**src/rtl/rbt_pkg.sv**
```systemverilog
package rbt_pkg;

    typedef enum logic [0:0] {
        ST_FILL     = 1'b0,
        ST_WAIT_BUF = 1'b1
    } rbt_state_e;

    typedef enum logic [1:0] {
        SEL_CNT_LO = 2'd0,
        SEL_CNT_HI = 2'd1,
        SEL_FLOOR  = 2'd2,
        SEL_NONE   = 2'd3
    } rbt_sel_e;

endpackage

```
**src/rtl/rbt_counter.sv**
```systemverilog
module rbt_counter #(
    parameter int HALF_W     = 16,
    parameter int NUM_HALVES = 2,
    localparam int CNT_W     = HALF_W * NUM_HALVES
) (
    input  logic                  clk,
    input  logic                  rst_n,
    input  logic                  bus32,
    input  logic                  dec_en,
    input  logic                  load_desc,
    input  logic [CNT_W-1:0]      desc_val,
    input  logic [NUM_HALVES-1:0] wr_half,
    input  logic [HALF_W-1:0]     wdata,
    output logic [CNT_W-1:0]      cnt_q,
    output logic [CNT_W-1:0]      cnt_next,
    output logic                  ovf_q
);

    logic [CNT_W-1:0] step;
    logic             ovf_next;

    assign step = bus32 ? CNT_W'(2) : CNT_W'(1);

    always_comb begin
        cnt_next = cnt_q;
        ovf_next = ovf_q;
        if (load_desc) begin
            cnt_next = desc_val;
            ovf_next = 1'b0;
        end else if (|wr_half) begin
            for (int h = 0; h < NUM_HALVES; h++) begin
                if (wr_half[h]) cnt_next[h*HALF_W +: HALF_W] = wdata;
            end
            ovf_next = 1'b0;
        end else if (dec_en) begin
            if (cnt_q < step) begin
                cnt_next = '0;
                ovf_next = 1'b1;
            end else begin
                cnt_next = cnt_q - step;
            end
        end
    end

    always_ff @(posedge clk or negedge rst_n) begin
        if (!rst_n) begin
            cnt_q <= '0;
            ovf_q <= 1'b0;
        end else begin
            cnt_q <= cnt_next;
            ovf_q <= ovf_next;
        end
    end

endmodule

```
**src/rtl/rbt_floor_cmp.sv**
```systemverilog
module rbt_floor_cmp #(
    parameter int          CNT_W     = 32,
    parameter int          THR_W     = 16,
    parameter logic [15:0] THR_RESET = 16'h02F8
) (
    input  logic             clk,
    input  logic             rst_n,
    input  logic             bus32,
    input  logic             thr_we,
    input  logic [THR_W-1:0] thr_wdata,
    input  logic [CNT_W-1:0] cnt_in,
    output logic [THR_W-1:0] thr_q,
    output logic             below
);

    logic [THR_W-1:0] thr_eff;

    always_ff @(posedge clk or negedge rst_n) begin
        if (!rst_n)      thr_q <= THR_W'(THR_RESET);
        else if (thr_we) thr_q <= thr_wdata;
    end

    // long-word mode compares against an even threshold
    assign thr_eff = bus32 ? {thr_q[THR_W-1:1], 1'b0} : thr_q;
    assign below   = cnt_in < CNT_W'(thr_eff);

endmodule

```
**src/rtl/rbt_ctrl.sv**
```systemverilog
module rbt_ctrl
    import rbt_pkg::*;
(
    input  logic clk,
    input  logic rst_n,
    input  logic pkt_end,
    input  logic ack,
    input  logic below,
    output logic req,
    output logic accept
);

    rbt_state_e state_q, state_d;

    always_ff @(posedge clk or negedge rst_n) begin
        if (!rst_n) state_q <= ST_FILL;
        else        state_q <= state_d;
    end

    always_comb begin
        state_d = state_q;
        unique case (state_q)
            ST_FILL:     if (pkt_end && below) state_d = ST_WAIT_BUF;  // FILL_TO_WAIT
            ST_WAIT_BUF: if (ack)              state_d = ST_FILL;      // WAIT_TO_FILL
            default:     state_d = ST_FILL;
        endcase
    end

    always_comb begin
        req    = 1'b0;
        accept = 1'b0;
        unique case (state_q)
            ST_FILL:     accept = 1'b1;
            ST_WAIT_BUF: req    = 1'b1;
            default:     accept = 1'b0;
        endcase
    end

endmodule

```
**src/rtl/rxbuf_floor_tracker.sv**
```systemverilog
module rxbuf_floor_tracker
    import rbt_pkg::*;
#(
    parameter int          HALF_W     = 16,
    parameter int          NUM_HALVES = 2,
    parameter int          THR_W      = 16,
    parameter logic [15:0] THR_RESET  = 16'h02F8,
    localparam int         CNT_W      = HALF_W * NUM_HALVES
) (
    input  logic              clk,
    input  logic              rst_n,
    input  logic              bus32,
    input  logic              word_wr,
    input  logic              pkt_end,
    input  logic              reg_wr,
    input  logic [1:0]        reg_sel,
    input  logic [HALF_W-1:0] reg_wdata,
    input  logic              new_buf_ack,
    input  logic [CNT_W-1:0]  desc_count,
    output logic              new_buf_req,
    output logic [CNT_W-1:0]  remaining,
    output logic [THR_W-1:0]  threshold,
    output logic              overflow
);

    logic                  accept;
    logic                  below;
    logic [NUM_HALVES-1:0] wr_half;
    logic [CNT_W-1:0]      cnt_next;

    for (genvar h = 0; h < NUM_HALVES; h++) begin : g_half_dec
        assign wr_half[h] = reg_wr && (reg_sel == 2'(h));
    end

    rbt_counter #(.HALF_W(HALF_W), .NUM_HALVES(NUM_HALVES)) u_cnt (
        .clk       (clk),
        .rst_n     (rst_n),
        .bus32     (bus32),
        .dec_en    (word_wr && accept),
        .load_desc (new_buf_ack && !accept),
        .desc_val  (desc_count),
        .wr_half   (wr_half),
        .wdata     (reg_wdata),
        .cnt_q     (remaining),
        .cnt_next  (cnt_next),
        .ovf_q     (overflow)
    );

    rbt_floor_cmp #(.CNT_W(CNT_W), .THR_W(THR_W), .THR_RESET(THR_RESET)) u_cmp (
        .clk       (clk),
        .rst_n     (rst_n),
        .bus32     (bus32),
        .thr_we    (reg_wr && (reg_sel == SEL_FLOOR)),
        .thr_wdata (THR_W'(reg_wdata)),
        .cnt_in    (cnt_next),
        .thr_q     (threshold),
        .below     (below)
    );

    rbt_ctrl u_ctrl (
        .clk     (clk),
        .rst_n   (rst_n),
        .pkt_end (pkt_end),
        .ack     (new_buf_ack),
        .below   (below),
        .req     (new_buf_req),
        .accept  (accept)
    );

endmodule

```
**config.mk**
```make
export PLATFORM = sky130hd
export DESIGN_NAME = rxbuf_floor_tracker
export DESIGN_NICKNAME = d
export VERILOG_FILES = /design/src/rtl/rbt_pkg.sv /design/src/rtl/rbt_counter.sv /design/src/rtl/rbt_floor_cmp.sv /design/src/rtl/rbt_ctrl.sv /design/src/rtl/rxbuf_floor_tracker.sv
export SDC_FILE = /design/constraint.sdc
export NUM_CORES = 1
export LEC_CHECK = 0
export ABC_AREA = 0
export BUFFER_PORTS_ARGS = -buffer_cell sky130_fd_sc_hd__buf_2
export CAP_MARGIN = 20
export CORE_AREA = 2 2 97 99
export CTS_CLUSTER_SIZE = 24
export DETAILED_ROUTE_END_ITERATION = 10
export DIE_AREA = 0 0 99 101
export MAX_ROUTING_LAYER = met4
export SYNTH_ARGS = -nofsm -noshare
export SYNTH_HDL_FRONTEND = slang
export SYNTH_SLANG_ARGS = --single-unit
```
**constraint.sdc**
```tcl
create_clock -name clk -period 5.35 [get_ports clk]
set_input_delay 0.8025 -clock clk [delete_from_list [all_inputs] [get_ports clk]]
set_output_delay 0.8025 -clock clk [all_outputs]
set_load 0.1 [all_outputs]
```
==> results of run 1 <==
## worst max-delay path by stage
stage,cells after the start,start,to
after floorplan,18,bus32,u_ctrl.state_q
after global placement,21,bus32,u_ctrl.state_q
after detailed placement,20,bus32,u_ctrl.state_q
after CTS,20,bus32,u_ctrl.state_q
after global routing,20,bus32,u_ctrl.state_q
final,20,bus32,u_ctrl.state_q
## cells by family after synthesis
group / share of synthesized area (%)
xor+xnor: 2.49
simple gates: 21.2
fa+ha+maj: 6.62
mux: 8.54
flops: 35.8
buf+inv: 4.55
compound gates: 20.8
## layout make-up
type	instances	area (µm²)
clock buffer	7	86.3
tap	111	139
sequential	50	1260
fill	877	4650
inverter	23	86.3
clock inverter	1	5.00
timing repair buffer	122	651
multi-input combinational	309	2100
## power groups by stage
stage	Combinational [mW]	Clock [mW]	Sequential, mW
finish	0.974	0.239	0.549
global placement	0.961	0	0.553
detailed placement	0.969	0	0.554
floorplan	0.252	0	1.06
global route	1.03	0.260	0.562
CTS	0.972	0.242	0.547
## registers in the layout, summed over array words and instances (netlist names)
signal	count
u_cmp.thr_q	16
u_ctrl.state_q	1
u_cnt.ovf_q	1
u_cnt.cnt_q	32
## stage by stage
stage	cell area [µm²]	hold slack (ps)	utilization (%)
finish	4320	520	48.2
global route	4320	566	48.2
CTS	4320	517	48.2
detailed placement	4230	503	47.1
global placement	4230	494	47.1
floorplan	3520	507	-
## synth_stat cells, types with 10 or more instances
cell / number
a21oi_1: 22
clkbuf_1: 15
mux2_2: 16
inv_1: 23
nor2_1: 33
ha_1: 17
dfrtp_1: 44
nor4_1: 10
mux2i_1: 12
nor3_1: 15
nand2_1: 36
o21ai_0: 35
## metal layers
metal | track usage (%) | up-vias | routed length (µm)
met3 | 3.61 | 25 | 1020
met2 | 39.0 | 192 | 5700
met4 | 6.74 | 0 | 231
met1 | 34.7 | 1764 | 5390
li1 | - | 1719 | -
met5 | - | - | 0
## worst register-to-register path: cells and delay by family, from the launching register on
kind	cells	cell delay (ps)
AOI/OAI and AO/OA	8	1780
DFF	1	410
adders and majority gates	3	840
buffers and inverters	4	500
and+or+nand+nor	4	980
==> metrics, run 1 <==
Top FF cell, synth=dfrtp_1; net count after synthesis=476; Yosys cell types=65; I/O pins=107; vias per cell=5.94; drt wl/cell=19.8 µm; DR DRC count=0; worst reg2reg startpoint=u_cnt.cnt_q[0]; Worst path most repeated cell=o21ai_0; CP cell instances=buf_2 -> inv_1 -> ha_1 -> inv_1 -> fa_1 -> or3b_2 -> nor3_1 -> buf_4 -> nand3_1 -> o21ai_0 -> buf_4 -> o21ai_0 -> ha_1 -> a21oi_1 -> o21ai_0 -> o31ai_1 -> o2111ai_1 -> a2111oi_0 -> nand4_1 -> o32ai_2; crit end category=register; starting density of the core=39.2%; hpwl dp=9410 µm; Placer Congestion=0.970; slowest CP cell=or3b_2; final worst-path cycle share=91.3%; Lkg Pwr=1.94 nW; RSZ-0062 raised after global routing=false; hold depth=2; Tot GR Track Use=25.2%; HP Class=reg2reg; synth-to-layout area growth=22.9%; Synth top area share=31.3%; most frequent cells in the layout=buf_2 (106), dfrtp_1 (44), nand2_1 (36); Ys Warns=0; initial antenna violation count=0; beginning of the worst hold path=u_cmp.thr_q[10]; insertion delay to the later sink of the worst-skew pair=310 ps; CTS H-tree lvls=2; vias in the first global route=3452; pre-CTS WS=253 ps; Worst slew margin=32.4%; EDFF count, synth=0; Worst Skew=12.0 ps; Buffers on Ports=106; CTS tree=yes; pwr dens=407 nW/µm²; CP max FO=8; Routed Antenna Nets=0; PnR worst setup slack=464 ps; Comb pwr share=55.3%; area of the core=8980 µm²; post-synthesis sequential area ratio=35.8%; crit path launch type=input pin; Worst Path Buf+Inv=5; Crit Path Category=in2reg; number of max-cap violations=0; share of cells above drive strength 1=31.4%; Int Pwr=0.769 mW; clk sink count=50; Worst Hold Path EP=u_cmp.thr_q[10]; drt first pass iters=5; Worst EP arrival=5110 ps; status=finished, final reports clean; Die Y-Extent=101 µm; clock root buffer master=clkbuf_8; worst slew pin tran=1010 ps; syn avg cell area=8.77 µm²; # diodes=0; worst reg2reg path depth=19; Worst-path clk slew=100 ps; final setup TNS=0 ps; clk buf depth=2; switch share=56.3%; Final Setup Violations=0; pin count of the biggest net entering global routing=51; sequential fraction of design power=31.2%; Layout Nets=586; post-CTS setup buffer count=0; initial drt markers=319; Die Wd=99 µm; non-filler instance count after layout=623; Cells after DPL=615; Top delay family on crit path=compound AO/OA/AOI/OAI gates; Yosys top cell by area=dfrtp_1; Core Rows=35; cts hold-fix bufs=0; Post-Synthesis Cells=401; data required time at the worst endpoint=5570 ps; Post-Route WL=12300 µm; Psw=0.992 mW; global-route wire length before repair=19100 µm; Min Clock Period, post-route=4890 ps; r2r endpoint=u_ctrl.state_q; Hold Violations, Final=0; DR vias=3700; Synth area leaders=dfrtp_1 (31%), ha_1 (6.0%), mux2_2 (5.1%); post-synthesis async set-or-reset flop share=100%; Post-CTS Resized=0; Synth Register Bits=50; Pins Over Slew Limit=0; Synth Cell Area=3520 µm²; grt ovf=0; maximum clock rate=205 MHz; Clock power frac=13.5%; Power, Total=1.76 mW; Die Footprint=10000 µm²; commonest non-fill, non-tap cell in the layout=buf_2; r2r setup slk=750 ps; total CTS buffers=5; CP max stage delay=520 ps; VDD IR max=154 µV
Note: power is estimated with default switching activity, not from simulation.
==> inputs of run 2 (changes only) <==
==> constraint.sdc (replaced) <==
create_clock -name clk -period 5.35 [get_ports clk]
set_input_delay 0.535 -clock clk [delete_from_list [all_inputs] [get_ports clk]]
set_output_delay 0.535 -clock clk [all_outputs]
set_load 0.1 [all_outputs]
==> run 2 against run 1 <==
Effect of this change: sequential cell count stayed put; global-route usage is 0.95 points higher; worst hold slack worse by 180 ps.
==> metrics, run 2 (synthesized netlist as in run 1, its figures left out) <==
worst reg2reg startpoint=u_cnt.cnt_q[0]; crit end category=register; Worst Skew=8.01 ps (-4.00 ps); cts hold-fix bufs=0 (unchanged); Layout Nets=582 (-0.68%); Comb pwr share=56.1% (+0.8 points); Die Footprint=10000 µm² (unchanged); final setup TNS=0 ps (unchanged); area of the core=8980 µm² (unchanged); DR vias=3736 (+0.97%); Placer Congestion=0.963 (-0.70%); CTS tree=yes; clk buf depth=2 (unchanged); data required time at the worst endpoint=5570 ps (about the same); initial antenna violation count=0 (unchanged); top flop regs=u_cnt.cnt_q (32), u_cmp.thr_q (16); Min Clock Period, post-route=4700 ps (-187 ps); worst slew pin tran=989 ps (-21.7 ps); commonest non-fill, non-tap cell in the layout=buf_2; pin count of the biggest net entering global routing=51 (unchanged); vias per cell=6.04 (+1.6%); worst reg2reg path depth=18 (-1); Clock power frac=12.6% (-0.9 points); number of max-cap violations=0 (unchanged); Post-Route WL=12700 µm (+2.6%); Worst EP arrival=4910 ps (-200 ps); Crit Path Category=in2reg; CTS H-tree lvls=2 (unchanged); drt wl/cell=20.5 µm (+3.3%); Worst slew margin=33.9% (+1.4 points); clk sink count=50 (unchanged); DR DRC count=0 (unchanged); Critical Path End=u_ctrl.state_q; Buffers on Ports=106 (unchanged); Power, Total=1.75 mW (-0.44%); hold slack=344 ps (-176 ps); Psw=0.994 mW (+0.22%); total CTS buffers=5 (unchanged); CP max FO=6 (-2); final worst-path cycle share=87.8% (-3.5 points); post-CTS setup buffer count=0 (unchanged); hpwl dp=9510 µm (+1.0%); Critical path origin=bus32; insertion delay to the later sink of the worst-skew pair=300 ps (about the same); Worst-path clk slew=90 ps (about the same); drt first pass iters=5 (unchanged); Lkg Pwr=1.91 nW (-1.4%); sequential fraction of design power=31.3% (about the same); most frequent cells in the layout=buf_2 (106), dfrtp_1 (44), nand2_1 (36); status=finished, final reports clean; global-route wire length before repair=19800 µm (+3.7%); Die Y-Extent=101 µm (unchanged); Tot GR Track Use=26.1% (+0.95 points); Hold Violations, Final=0 (unchanged); Routed Antenna Nets=0 (unchanged); RSZ-0062 raised after global routing=false; Die Wd=99 µm (unchanged); Core Rows=35 (unchanged); maximum clock rate=213 MHz (+4.0%); # diodes=0 (unchanged); I/O pins=107 (unchanged); share of cells above drive strength 1=30.5% (-0.93 points); starting density of the core=39.2% (unchanged); vias in the first global route=3699 (+7.2%); grt ovf=0 (unchanged); clock root buffer master=clkbuf_8; Biggest register=u_cnt.cnt_q; r2r setup slk=670 ps (-80 ps); Largest register FFs=32 (unchanged); switch share=56.7% (+0.37 points); Pins Over Slew Limit=0 (unchanged); Post-CTS Resized=0 (unchanged); r2r endpoint=u_ctrl.state_q; synth-to-layout area growth=21.8%; VDD IR max=187 µV (+21%); Int Pwr=0.759 mW (-1.3%); initial drt markers=253 (-21%); pwr dens=409 nW/µm² (+0.52%); HP Class=in2async; Final Setup Violations=0 (unchanged); crit path launch type=input pin
-- run 2: final cells by class --
cell class / instances / area [µm²]
inverter: 23 / 86.3
clock buffer: 8 / 80.1
sequential: 50 / 1260
multi-input combinational: 309 / 2100
timing repair buffer: 118 / 621
fill: 897 / 4690
tap: 111 / 139
-- run 2: metal layers --
layer,global-route usage [%],part of all wire (%),vias up,wire length [µm]
met5,-,0,-,0
li1,-,-,1711,-
met1,35.1,43,1807,5390
met3,5.20,8.4,36,1060
met4,8.96,3.1,0,399
met2,39.4,46,182,5810
-- run 2: power by group through the flow --
stage                     sequential, mW  combinational (mW)  clock, mW
final                              0.549               0.983      0.221
after global routing               0.564                1.03      0.245
after CTS                          0.547               0.979      0.228
after detailed placement           0.555               0.976          0
after global placement             0.552               0.974          0
after floorplan                     1.06               0.252          0
-- run 2: worst min-delay path by stage --
stage,endpoint
after CTS,u_cnt.cnt_q[19]
after global placement,u_cmp.thr_q[10]
final,u_cnt.cnt_q[19]
after detailed placement,u_cmp.thr_q[10]
after floorplan,u_cmp.thr_q[0]
after global routing,u_cnt.cnt_q[6]
-- run 2: through the flow --
stage | setup slack (ps) | instance area, µm² | util [%] | std cells
2_1_floorplan | 745 | 3520 | - | 401
5_1_grt | 426 | 4280 | 47.7 | 619
3_3_place_gp | 544 | 4200 | 46.8 | 611
4_1_cts | 755 | 4280 | 47.7 | 619
6_report | 651 | 4280 | 47.7 | 619
3_5_place_dp | 501 | 4200 | 46.8 | 611
-- run 2: worst max-delay path: stages --
cell       delay, ps
buf_2            100
inv_1            130
ha_1             190
inv_1             50
fa_1             380
or3b_2           520
nor3_1           210
nand3_1          240
o21ai_0          490
buf_4            250
o21ai_0          120
ha_1             310
a21oi_1          130
o21ai_0          120
o31ai_1          260
o2111ai_1        170
a2111oi_0        340
nand4_1          160
o32ai_2          210
